$ cat src/rtl/flash_erase_seq.sv
module flash_erase_seq #(
  parameter int AW = 8,
  parameter int DW = 8,
  parameter int PW = 7,
  parameter logic [AW-1:0] CMD_OFS = 8'h10,
  parameter logic [AW-1:0] PAGE_OFS = 8'h11,
  parameter logic [AW-1:0] MEN_OFS = 8'h12
) (
  input  logic          clk,
  input  logic          rst_n,
  input  logic [AW-1:0] reg_addr,
  input  logic          reg_wr,
  input  logic [DW-1:0] reg_wdata,
  output logic [DW-1:0] reg_rdata,
  input  logic          dbg_en,
  input  logic          flash_busy,
  input  logic          flash_done,
  output logic          req_page,
  output logic          req_mass,
  output logic [PW-1:0] req_num
);

  localparam logic [DW-1:0] PAT_PAGE = DW'(8'h55);
  localparam logic [DW-1:0] PAT_MASS = DW'(8'hAA);

  logic [PW-1:0] page_q;
  logic          page_arm, mass_arm, pending;

  wire wr_cmd  = reg_wr && reg_addr == CMD_OFS;
  wire wr_page = reg_wr && reg_addr == PAGE_OFS;
  wire wr_men  = reg_wr && reg_addr == MEN_OFS;
  wire busy    = flash_busy || pending;
  wire go_page = wr_cmd && !busy && reg_wdata == PAT_PAGE && page_arm;
  wire go_mass = wr_cmd && !busy && reg_wdata == PAT_MASS && mass_arm && dbg_en;

  always_ff @(posedge clk) begin
    if (!rst_n) begin
      page_q   <= '0;
      page_arm <= 1'b0;
      mass_arm <= 1'b0;
      pending  <= 1'b0;
      req_page <= 1'b0;
      req_mass <= 1'b0;
    end else begin
      req_page <= go_page;
      req_mass <= go_mass;
      if (wr_page) begin
        page_q   <= reg_wdata[PW-1:0];
        page_arm <= 1'b1;
      end else if (go_page) begin
        page_arm <= 1'b0;
      end
      if (wr_men)       mass_arm <= 1'b1;
      else if (go_mass) mass_arm <= 1'b0;
      if (go_page || go_mass) pending <= 1'b1;
      else if (flash_done)    pending <= 1'b0;
    end
  end

  assign req_num = page_q;

  always_comb begin
    reg_rdata = '0;
    if (reg_addr == PAGE_OFS)     reg_rdata[PW-1:0] = page_q;
    else if (reg_addr == MEN_OFS) reg_rdata[0] = mass_arm;
  end


  page_pulse_chk: assert property (@(posedge clk) disable iff (!rst_n)
    req_page |=> !req_page);

  mass_pulse_chk: assert property (@(posedge clk) disable iff (!rst_n)
    req_mass |=> !req_mass);

  page_pattern_chk: assert property (@(posedge clk) disable iff (!rst_n)
    req_page |-> $past(reg_wr && reg_addr == CMD_OFS && reg_wdata == PAT_PAGE));

  mass_dbg_chk: assert property (@(posedge clk) disable iff (!rst_n)
    req_mass |-> $past(dbg_en && reg_wr && reg_addr == CMD_OFS && reg_wdata == PAT_MASS));

  busy_block_chk: assert property (@(posedge clk) disable iff (!rst_n)
    flash_busy |=> !(req_page || req_mass));

  one_req_chk: assert property (@(posedge clk) disable iff (!rst_n)
    $onehot0({req_page, req_mass}));

endmodule

$ cat config.mk
export PLATFORM = sky130hd
export DESIGN_NAME = flash_erase_seq
export DESIGN_NICKNAME = d
export VERILOG_FILES = /design/src/rtl/flash_erase_seq.sv
export SDC_FILE = /design/constraint.sdc
export NUM_CORES = 1
export LEC_CHECK = 0
export CAP_MARGIN = 10
export CELL_PAD_IN_SITES_DETAIL_PLACEMENT = 1
export CELL_PAD_IN_SITES_GLOBAL_PLACEMENT = 2
export CORE_ASPECT_RATIO = 0.8
export CORE_MARGIN = 4
export CORE_UTILIZATION = 28
export DETAILED_ROUTE_END_ITERATION = 7
export DONT_BUFFER_PORTS = 1
export GPL_TIMING_DRIVEN = 0
export HOLD_SLACK_MARGIN = 0.02
export PLACE_DENSITY = 0.71
export SYNTH_ARGS = -nofsm -noshare
export SYNTH_HDL_FRONTEND = slang
export SYNTH_SLANG_ARGS = --single-unit
export TNS_END_PERCENT = 10
$ cat constraint.sdc
create_clock -name clk -period 1 [get_ports clk]
set_input_delay 0.15 -clock clk [delete_from_list [all_inputs] [get_ports clk]]
set_output_delay 0.15 -clock clk [all_outputs]
set_load 0.01 [all_outputs]
==> results of run 1 <==
## layer usage
metal  share of wire [%]  wire, um  vias up  GRT usage (%)
met5                   0         0        -              0
met4                0.36         6        0          2.166
met3                  12       205        2          8.462
met2                  49       823       22          17.79
met1                  38       639      241          13.30
li1                    -         -      239              -
## worst max-delay path, cell delays in order
cell	delay, ns
nor4b_4	0.39
and3_4	0.31
and2_1	0.19
## sequential cells by signal (all words and copies together) (netlist names)
name and cells:
req_mass 1, page_arm 1, mass_arm 1, req_num 7, pending 1, req_page 1
## synth_stat cells
master and n:
nand4_4 1, and2_1 8, nand3_1 1, clkbuf_1 1
buf_4 1, a21boi_0 1, nor4bb_1 4, a32o_1 1
and3_2 1, nand4_1 2, nand2_1 2, nor4b_4 1
and3b_2 1, dfxtp_1 12, nand4b_1 1, conb_1 1
nor2_1 3, nor4b_1 1, o21ai_0 2, mux2i_1 7
nor2b_1 9, o31a_1 1
## repair_timing
item                       4_1_cts  5_1_grt
setup endpoints to repair       12       18
gates resized for setup          8        6
pin swaps                        3        5
setup buffers                    0        1
hold buffers                     2        0
hold endpoints to repair         2        0
## layout by cell type, fill, tap and decap left out, types with 2 or more instances in the layout
| master | synthesis | final |
|---|---|---|
| dfxtp_1 | 12 | 11 |
| nor2b_1 | 9 | 9 |
| mux2i_1 | 7 | 7 |
| and2_4 | 0 | 5 |
| nor4bb_1 | 4 | 4 |
| and2_1 | 8 | 3 |
| clkbuf_4 | 0 | 3 |
| nor2_4 | 0 | 2 |
| nand4_1 | 2 | 2 |
| nand2_1 | 2 | 2 |
| dlygate4sd3_1 | 0 | 2 |
## logic make-up (layout without fill, tap and decap cells)
family                 count (synthesis)  in the layout
AND/OR/NAND/NOR                       35             35
flip-flops                            12             12
multiplexers                           7              7
AO/OA/AOI/OAI                          5              5
buffers and inverters                  2              8
other                                  1              1
## power groups by stage
stage,Combinational [W],Sequential [W],Clock [W]
2_1_floorplan,0.0000357,0.000490,0
3_3_place_gp,0.0000397,0.000490,0
3_5_place_dp,0.0000413,0.000490,0
4_1_cts,0.0000480,0.000478,0.000312
5_1_grt,0.0000520,0.000478,0.000333
6_report,0.0000482,0.000478,0.000287
## path summary, 6_finish.rpt
| check | startpoint | end | slack (ns) |
|---|---|---|---|
| worst max register to register | pending$_SDFFE_PN0P_ | pending$_SDFFE_PN0P_ | -0.18 |
| worst max-delay path | reg_addr[5] | reg_rdata[1] | -0.20 |
| worst min register to register | page_arm$_SDFFE_PN0P_ | page_arm$_SDFFE_PN0P_ | 0.48 |
| worst min-delay path | reg_wr | mass_arm$_SDFFE_PN0P_ | 0.04 |
## through the flow
step                std cells  setup TNS [ns]
floorplan                  62          -1.233
global placement           86          -3.347
detailed placement         86          -3.968
CTS                        91          -2.320
global route               92          -3.152
finish                     92          -2.113
## final cells by class
type | instances | area (sq um)
plain buffers | 2 | 11.26
clock buffers | 3 | 22.52
fillers | 226 | 1245
multi-input cells | 48 | 415.4
flip-flops and latches | 12 | 241.5
well taps | 24 | 30.03
repair buffers | 3 | 31.28
==> impl_summary.txt, run 1 <==
----------------------------------------------------
[Setup path]
  Crit end category ... output port
  WP data arrival ... 1.05 ns
  Worst endpoint required time ... between 0.8 and 0.9 ns
  CP Max Fanout ... 7
  Cell count of the worst reg-to-reg path ... 5
  Type of origin of the critical path ... primary input
  Type of the worst setup path ... primary input to output port

[Run status]
  Violations in the final reports ... negative setup slack
  Result of the run ... complete, but fails checks

[Timing]
  Peak Freq ... 831.7 MHz
  Unrepaired setup endpoints after global routing ... yes
  Final Max Tran Viols ... 0
  Setup-failing EPs final ... 12
  Share of the cycle needed by the critical path after routing ... 120.2%
  Final Hold Vio Count ... 0
  Fin crit period ... between 1 and 1.5 ns
  Worst Clk Skew ... 0.003133 ns
  Worst hold margin ... 0.04443 ns
  Setup slack of the critical path after layout ... -0.2024 ns

[Placed design]
  Worst setup slack before clock tree synthesis ... -0.2835 ns
  Standard cell area after detailed placement ... roughly 670 sq um
  Buffers on Ports ... 0
  Placer's final routability congestion estimate ... slightly below 0.7
  Detailed Place HPWL ... 1.275 mm

[Clock tree]
  Maximum level of the CTS H-tree ... 1
  Clk Latency, worst-skew pair ... 0.27 ns
  Total CTS buffers ... 3
  Clock slew at the register clock pins of the worst setup and hold paths ... 0.07 ns
  Maximum clock insertion buffer count ... 2
  Clock sink total ... 12
  CTS tree ... done
  Root Buffer ... clkbuf_4

[Detailed routing]
  Wire length per cell after detailed routing ... 18.20 um
  Post-detailed-route DRC marker count ... 0
  Count of vias placed by the detailed router ... 504
  Post-route antenna net violation count ... 0
  Iteration count of the initial detailed-routing pass ... 2
  Via-per-instance ratio ... 5.478
  Violation count after the first detailed-route iteration ... 8
  Aggregate routed wire length ... between 1.5 and 2 mm

[Finish]
  Core occupancy in the finished layout ... between 30% and 40%
  Design area ... 752.0 sq um
  Share of layout cells above drive strength 1 ... between 20% and 30%
  Layout Nets ... 92
  Syn-to-layout area delta ... 20.44%
  Antenna Diode Count ... 0

[Floorplanning]
  Top-Level Pins ... 39
  CORE AREA ... 0.001997 sq mm
  Std-Cell Rows ... 14
  Chip Width ... 60.80 um
  Floorplan die height ... 50.24 um
  Die Footprint ... 0.003054 sq mm
  Effective utilization at floorplan ... 31.27%

[Yosys]
  Main combinational cell family by area after synthesis ... simple AND/OR/NAND/NOR gates
  Number of different library cells in the post-synthesis netlist ... 22
  Share of the synthesized area in compound gates (AO/OA/AOI/OAI) ... 5.812%
  Multiplexer share of the synthesized area ... ~11%
  Cell types occupying the most area after synthesis ... dfxtp_1, mux2i_1, nor2b_1
  Synth warn ... 0
  Post-synthesis xor/xnor area fraction ... 0%
  Cell count after synthesis ... just over 60
  Top-area cell type share of the netlist area ... 38.48%
  Leading area contributor after synthesis ... dfxtp_1
  Sequential element share of the synthesized area ... a little under 40%
  Mean instance size in the synthesized netlist ... 10.07 sq um
  Number of register bits inferred by synthesis ... 12
  Area fraction in and, or, nand and nor cells after synthesis ... 42.08%
  Post-synthesis cell area ... between 600 and 700 sq um
  Adder and majority gate portion of the synthesized area ... 0%
  Post-synthesis net count ... 84

[Power]
  Leakage ... 0.3066 nW
  Sum of internal, switching and leakage power ... a little over 0.0008 W
  Share of total power in the clock network ... 35.3%
  Power Density ... 1082 mW/mm^2
  Sequential Power Share ... 58.8%
  Combinational share of power ... 5.9%
  Internal power component ... approximately 0.00065 W
  Switching power of the nets ... 0.0001677 W
  Max IR drop VDD ... 614.5 uV
  Switch share ... 20.61%

[Job]
  Max-cap viol count ... 0

[Global route]
  Global router's overall resource usage ... 11.66%
  Wire length of the first global-routing pass ... between 2 and 3 mm
  Maximum number of pins on one net before global-route repair ... 11
  Via count of the first global-routing pass ... 517
  Overflow left after global routing ... 0
  Antenna violations before repair ... 0

[Min path]
  Worst hold path cell count ... 2
  Worst min-delay path class ... primary input to flop

----------------------------------------------------
No activity file was read; power rests on OpenSTA's default activity.
==> run 2: changes to the inputs <==
Settings changed: REMOVE_ABC_BUFFERS set to 1.
==> impl_summary.txt, run 2 (synthesis gave the netlist of run 1 again) <==
----------------------------------------------------
[Timing]
  Setup slack of the critical path after layout ... -0.1603 ns (+0.04213 ns)
  Final Max Tran Viols ... 0 (unchanged)
  Worst Clk Skew ... 0.003743 ns (+0.0006096 ns)
  Share of the cycle needed by the critical path after routing ... 116.0% (-4.2 points)
  Worst hold margin ... -0.002486 ns (-0.04692 ns)
  Fin crit period ... 1.160 ns (-0.04213 ns)
  Peak Freq ... 861.8 MHz (+3.6%)
  Unrepaired setup endpoints after global routing ... yes
  Setup-failing EPs final ... 12 (unchanged)
  Final Hold Vio Count ... 1 (+1)

[Global route]
  Global router's overall resource usage ... 10.05% (-1.6 points)
  Maximum number of pins on one net before global-route repair ... 14 (+3)
  Antenna violations before repair ... 0 (unchanged)
  Via count of the first global-routing pass ... 485 (-6.2%)
  Overflow left after global routing ... 0 (unchanged)
  Wire length of the first global-routing pass ... 2.263 mm (-12%)

[Run status]
  Result of the run ... complete, but fails checks
  Violations in the final reports ... negative hold slack, negative setup slack

[Power]
  Sum of internal, switching and leakage power ... 0.0008025 W (-1.4%)
  Power Density ... 1115 mW/mm^2 (+3.1%)
  Leakage ... 0.2960 nW (-3.4%)
  Max IR drop VDD ... 574.1 uV (-6.6%)

[Setup path]
  Startpoint of the lowest-slack register-to-register path ... pending$_SDFFE_PN0P_
  WP data arrival ... 1.37 ns (+0.32 ns)
  Cells traversed along the worst timing path ... nor4b_2 -> nand4b_1 -> nor2_2 -> and2_1
  Worst endpoint required time ... 1.21 ns (+0.36 ns)
  Type of the worst setup path ... flop to flop
  Cell family with most CP delay ... simple AND/OR/NAND/NOR gates
  Type of origin of the critical path ... flop
  Delay contributed by the slowest stage of the critical path ... 0.32 ns (-0.07 ns)
  Cell type of the slowest stage on the worst timing path ... dfxtp_2
  Reg2Reg Capture Point ... req_mass$_SDFF_PN0_
  Cell count of the worst reg-to-reg path ... 4 (-1)
  CP Max Fanout ... 3 (-4)
  Reg2reg setup slack ... -0.16 ns (+0.02 ns)
  Crit end category ... flop
  Worst path buffer plus inverter count ... 0 (unchanged)

[Clock tree]
  CTS tree ... done
  Root Buffer ... clkbuf_4
  Maximum level of the CTS H-tree ... 1 (unchanged)
  Maximum clock insertion buffer count ... 2 (unchanged)
  Clock slew at the register clock pins of the worst setup and hold paths ... 0.07 ns (about the same)
  Total CTS buffers ... 3 (unchanged)
  Clk Latency, worst-skew pair ... 0.26 ns (about the same)
  Clock sink total ... 12 (unchanged)

[Placed design]
  Buffers on Ports ... 0 (unchanged)
  Detailed Place HPWL ... 1.253 mm (-1.7%)
  Worst setup slack before clock tree synthesis ... -0.2650 ns (+0.01846 ns)
  Placer's final routability congestion estimate ... 0.6511 (-4.4%)
  Standard cell area after detailed placement ... 643.1 sq um (-3.4%)
  Placed cells ... 84 (-2.3%)

[Detailed routing]
  Post-detailed-route DRC marker count ... 0 (unchanged)
  Via-per-instance ratio ... 5.382 (-1.8%)
  Aggregate routed wire length ... 1.556 mm (-7.0%)
  Wire length per cell after detailed routing ... 17.48 um (-3.9%)
  Count of vias placed by the detailed router ... 479 (-5.0%)
  Violation count after the first detailed-route iteration ... 16 (+8)
  Post-route antenna net violation count ... 0 (unchanged)
  Iteration count of the initial detailed-routing pass ... 2 (unchanged)

[Min path]
  Critical hold path startpoint ... rst_n
  Hold Crit Endpoint ... pending$_SDFFE_PN0P_
  Worst min-delay path class ... primary input to flop
  Worst hold path cell count ... 1 (-1)

[Floorplanning]
  Top-Level Pins ... 39 (unchanged)
  Std-Cell Rows ... 14 (unchanged)
  Die Footprint ... 0.003054 sq mm (unchanged)
  CORE AREA ... 0.001997 sq mm (unchanged)
  Floorplan die height ... 50.24 um (unchanged)
  Chip Width ... 60.80 um (unchanged)
  Effective utilization at floorplan ... 31.27% (unchanged)

[Finish]
  Commonest cells after routing, fill and taps aside ... dfxtp_1, nor2b_1, mux2i_1
  Design area ... 719.4 sq um (-4.3%)
  Syn-to-layout area delta ... 15.23%
  Share of layout cells above drive strength 1 ... 29.23% (-0.18 points)
  Cell Count, Final, Fillers Out ... 89 (-3.3%)
  Antenna Diode Count ... 0 (unchanged)
  Most common cell after layout, fill and taps aside ... dfxtp_1
  Layout Nets ... 89 (-3.3%)
  Flip-flop count of the largest register, all copies and words added ... 7 (unchanged)

[Job]
  Max-cap viol count ... 0 (unchanged)

----------------------------------------------------
[run 2: cell types whose count changed in the layout (fill, tap and decap cells not counted)]
cell           previous run  this run
dlygate4sd3_1             2         1
o21ai_1                   1         2
nor4bb_2                  0         1
nor2_4                    2         0
and2_4                    5         6
clkbuf_1                  1         0
and2_1                    3         2
nor2_2                    0         1
nor2_1                    1         2
buf_6                     1         0
o21ai_2                   1         0
nor4bb_1                  4         3
[run 2: worst max-delay path by stage]
stage / from / to / slack (ns) / cells after the start
floorplan: reg_addr[5] / reg_rdata[0] / -0.09 / 3
global placement: pending$_SDFFE_PN0P_ / mass_arm$_SDFFE_PN0P_ / -0.28 / 4
detailed placement: pending$_SDFFE_PN0P_ / mass_arm$_SDFFE_PN0P_ / -0.27 / 4
CTS: pending$_SDFFE_PN0P_ / req_mass$_SDFF_PN0_ / -0.16 / 4
global route: pending$_SDFFE_PN0P_ / pending$_SDFFE_PN0P_ / -0.23 / 4
finish: pending$_SDFFE_PN0P_ / req_mass$_SDFF_PN0_ / -0.16 / 4
[run 2: metrics by stage]
step	setup TNS, ns	util, %
finish	-1.487	36.03
global route	-2.493	36.03
CTS	-1.655	35.15
detailed placement	-4.356	32.21
global placement	-3.921	32.21
floorplan	-1.462	-
[run 2: layout make-up]
cell class	count	area [sq um]
Timing Repair Buffer	2	17.52
Tap cell	24	30.03
Sequential cell	12	241.5
Fill cell	232	1277
Clock buffer	3	22.52
Multi-Input combinational cell	48	407.9
[run 2: what timing repair did]
item,in CTS,in global routing
resized for setup,12,3
gates cloned,0,0
endpoints found under the setup margin,12,19
setup buffers,1,0
pin swaps,7,5
endpoints found under the hold margin,10,11
[run 2: routing by layer]
layer / GRT usage [%] / routed length, um / up-vias
li1: - / - / 229
met1: 11.13 / 661 / 228
met2: 15.84 / 701 / 22
met3: 7.692 / 193 / 0
met4: 1.083 / 0 / 0
met5: 0 / 0 / -
[run 2: power breakdown]
part	switching [W]	internal [W]	total, W
combinational	0.0000124	0.0000247	0.0000371
sequential	0.000000573	0.000478	0.000478
clock	0.000148	0.000139	0.000287
total	0.000161	0.000642	0.000802
==> run 3: changes to the inputs <==
Settings changed: CTS_CLUSTER_SIZE set to 16.
==> results of run 3 <==
Final layout, timing and power as in run 2 (identical DEF).
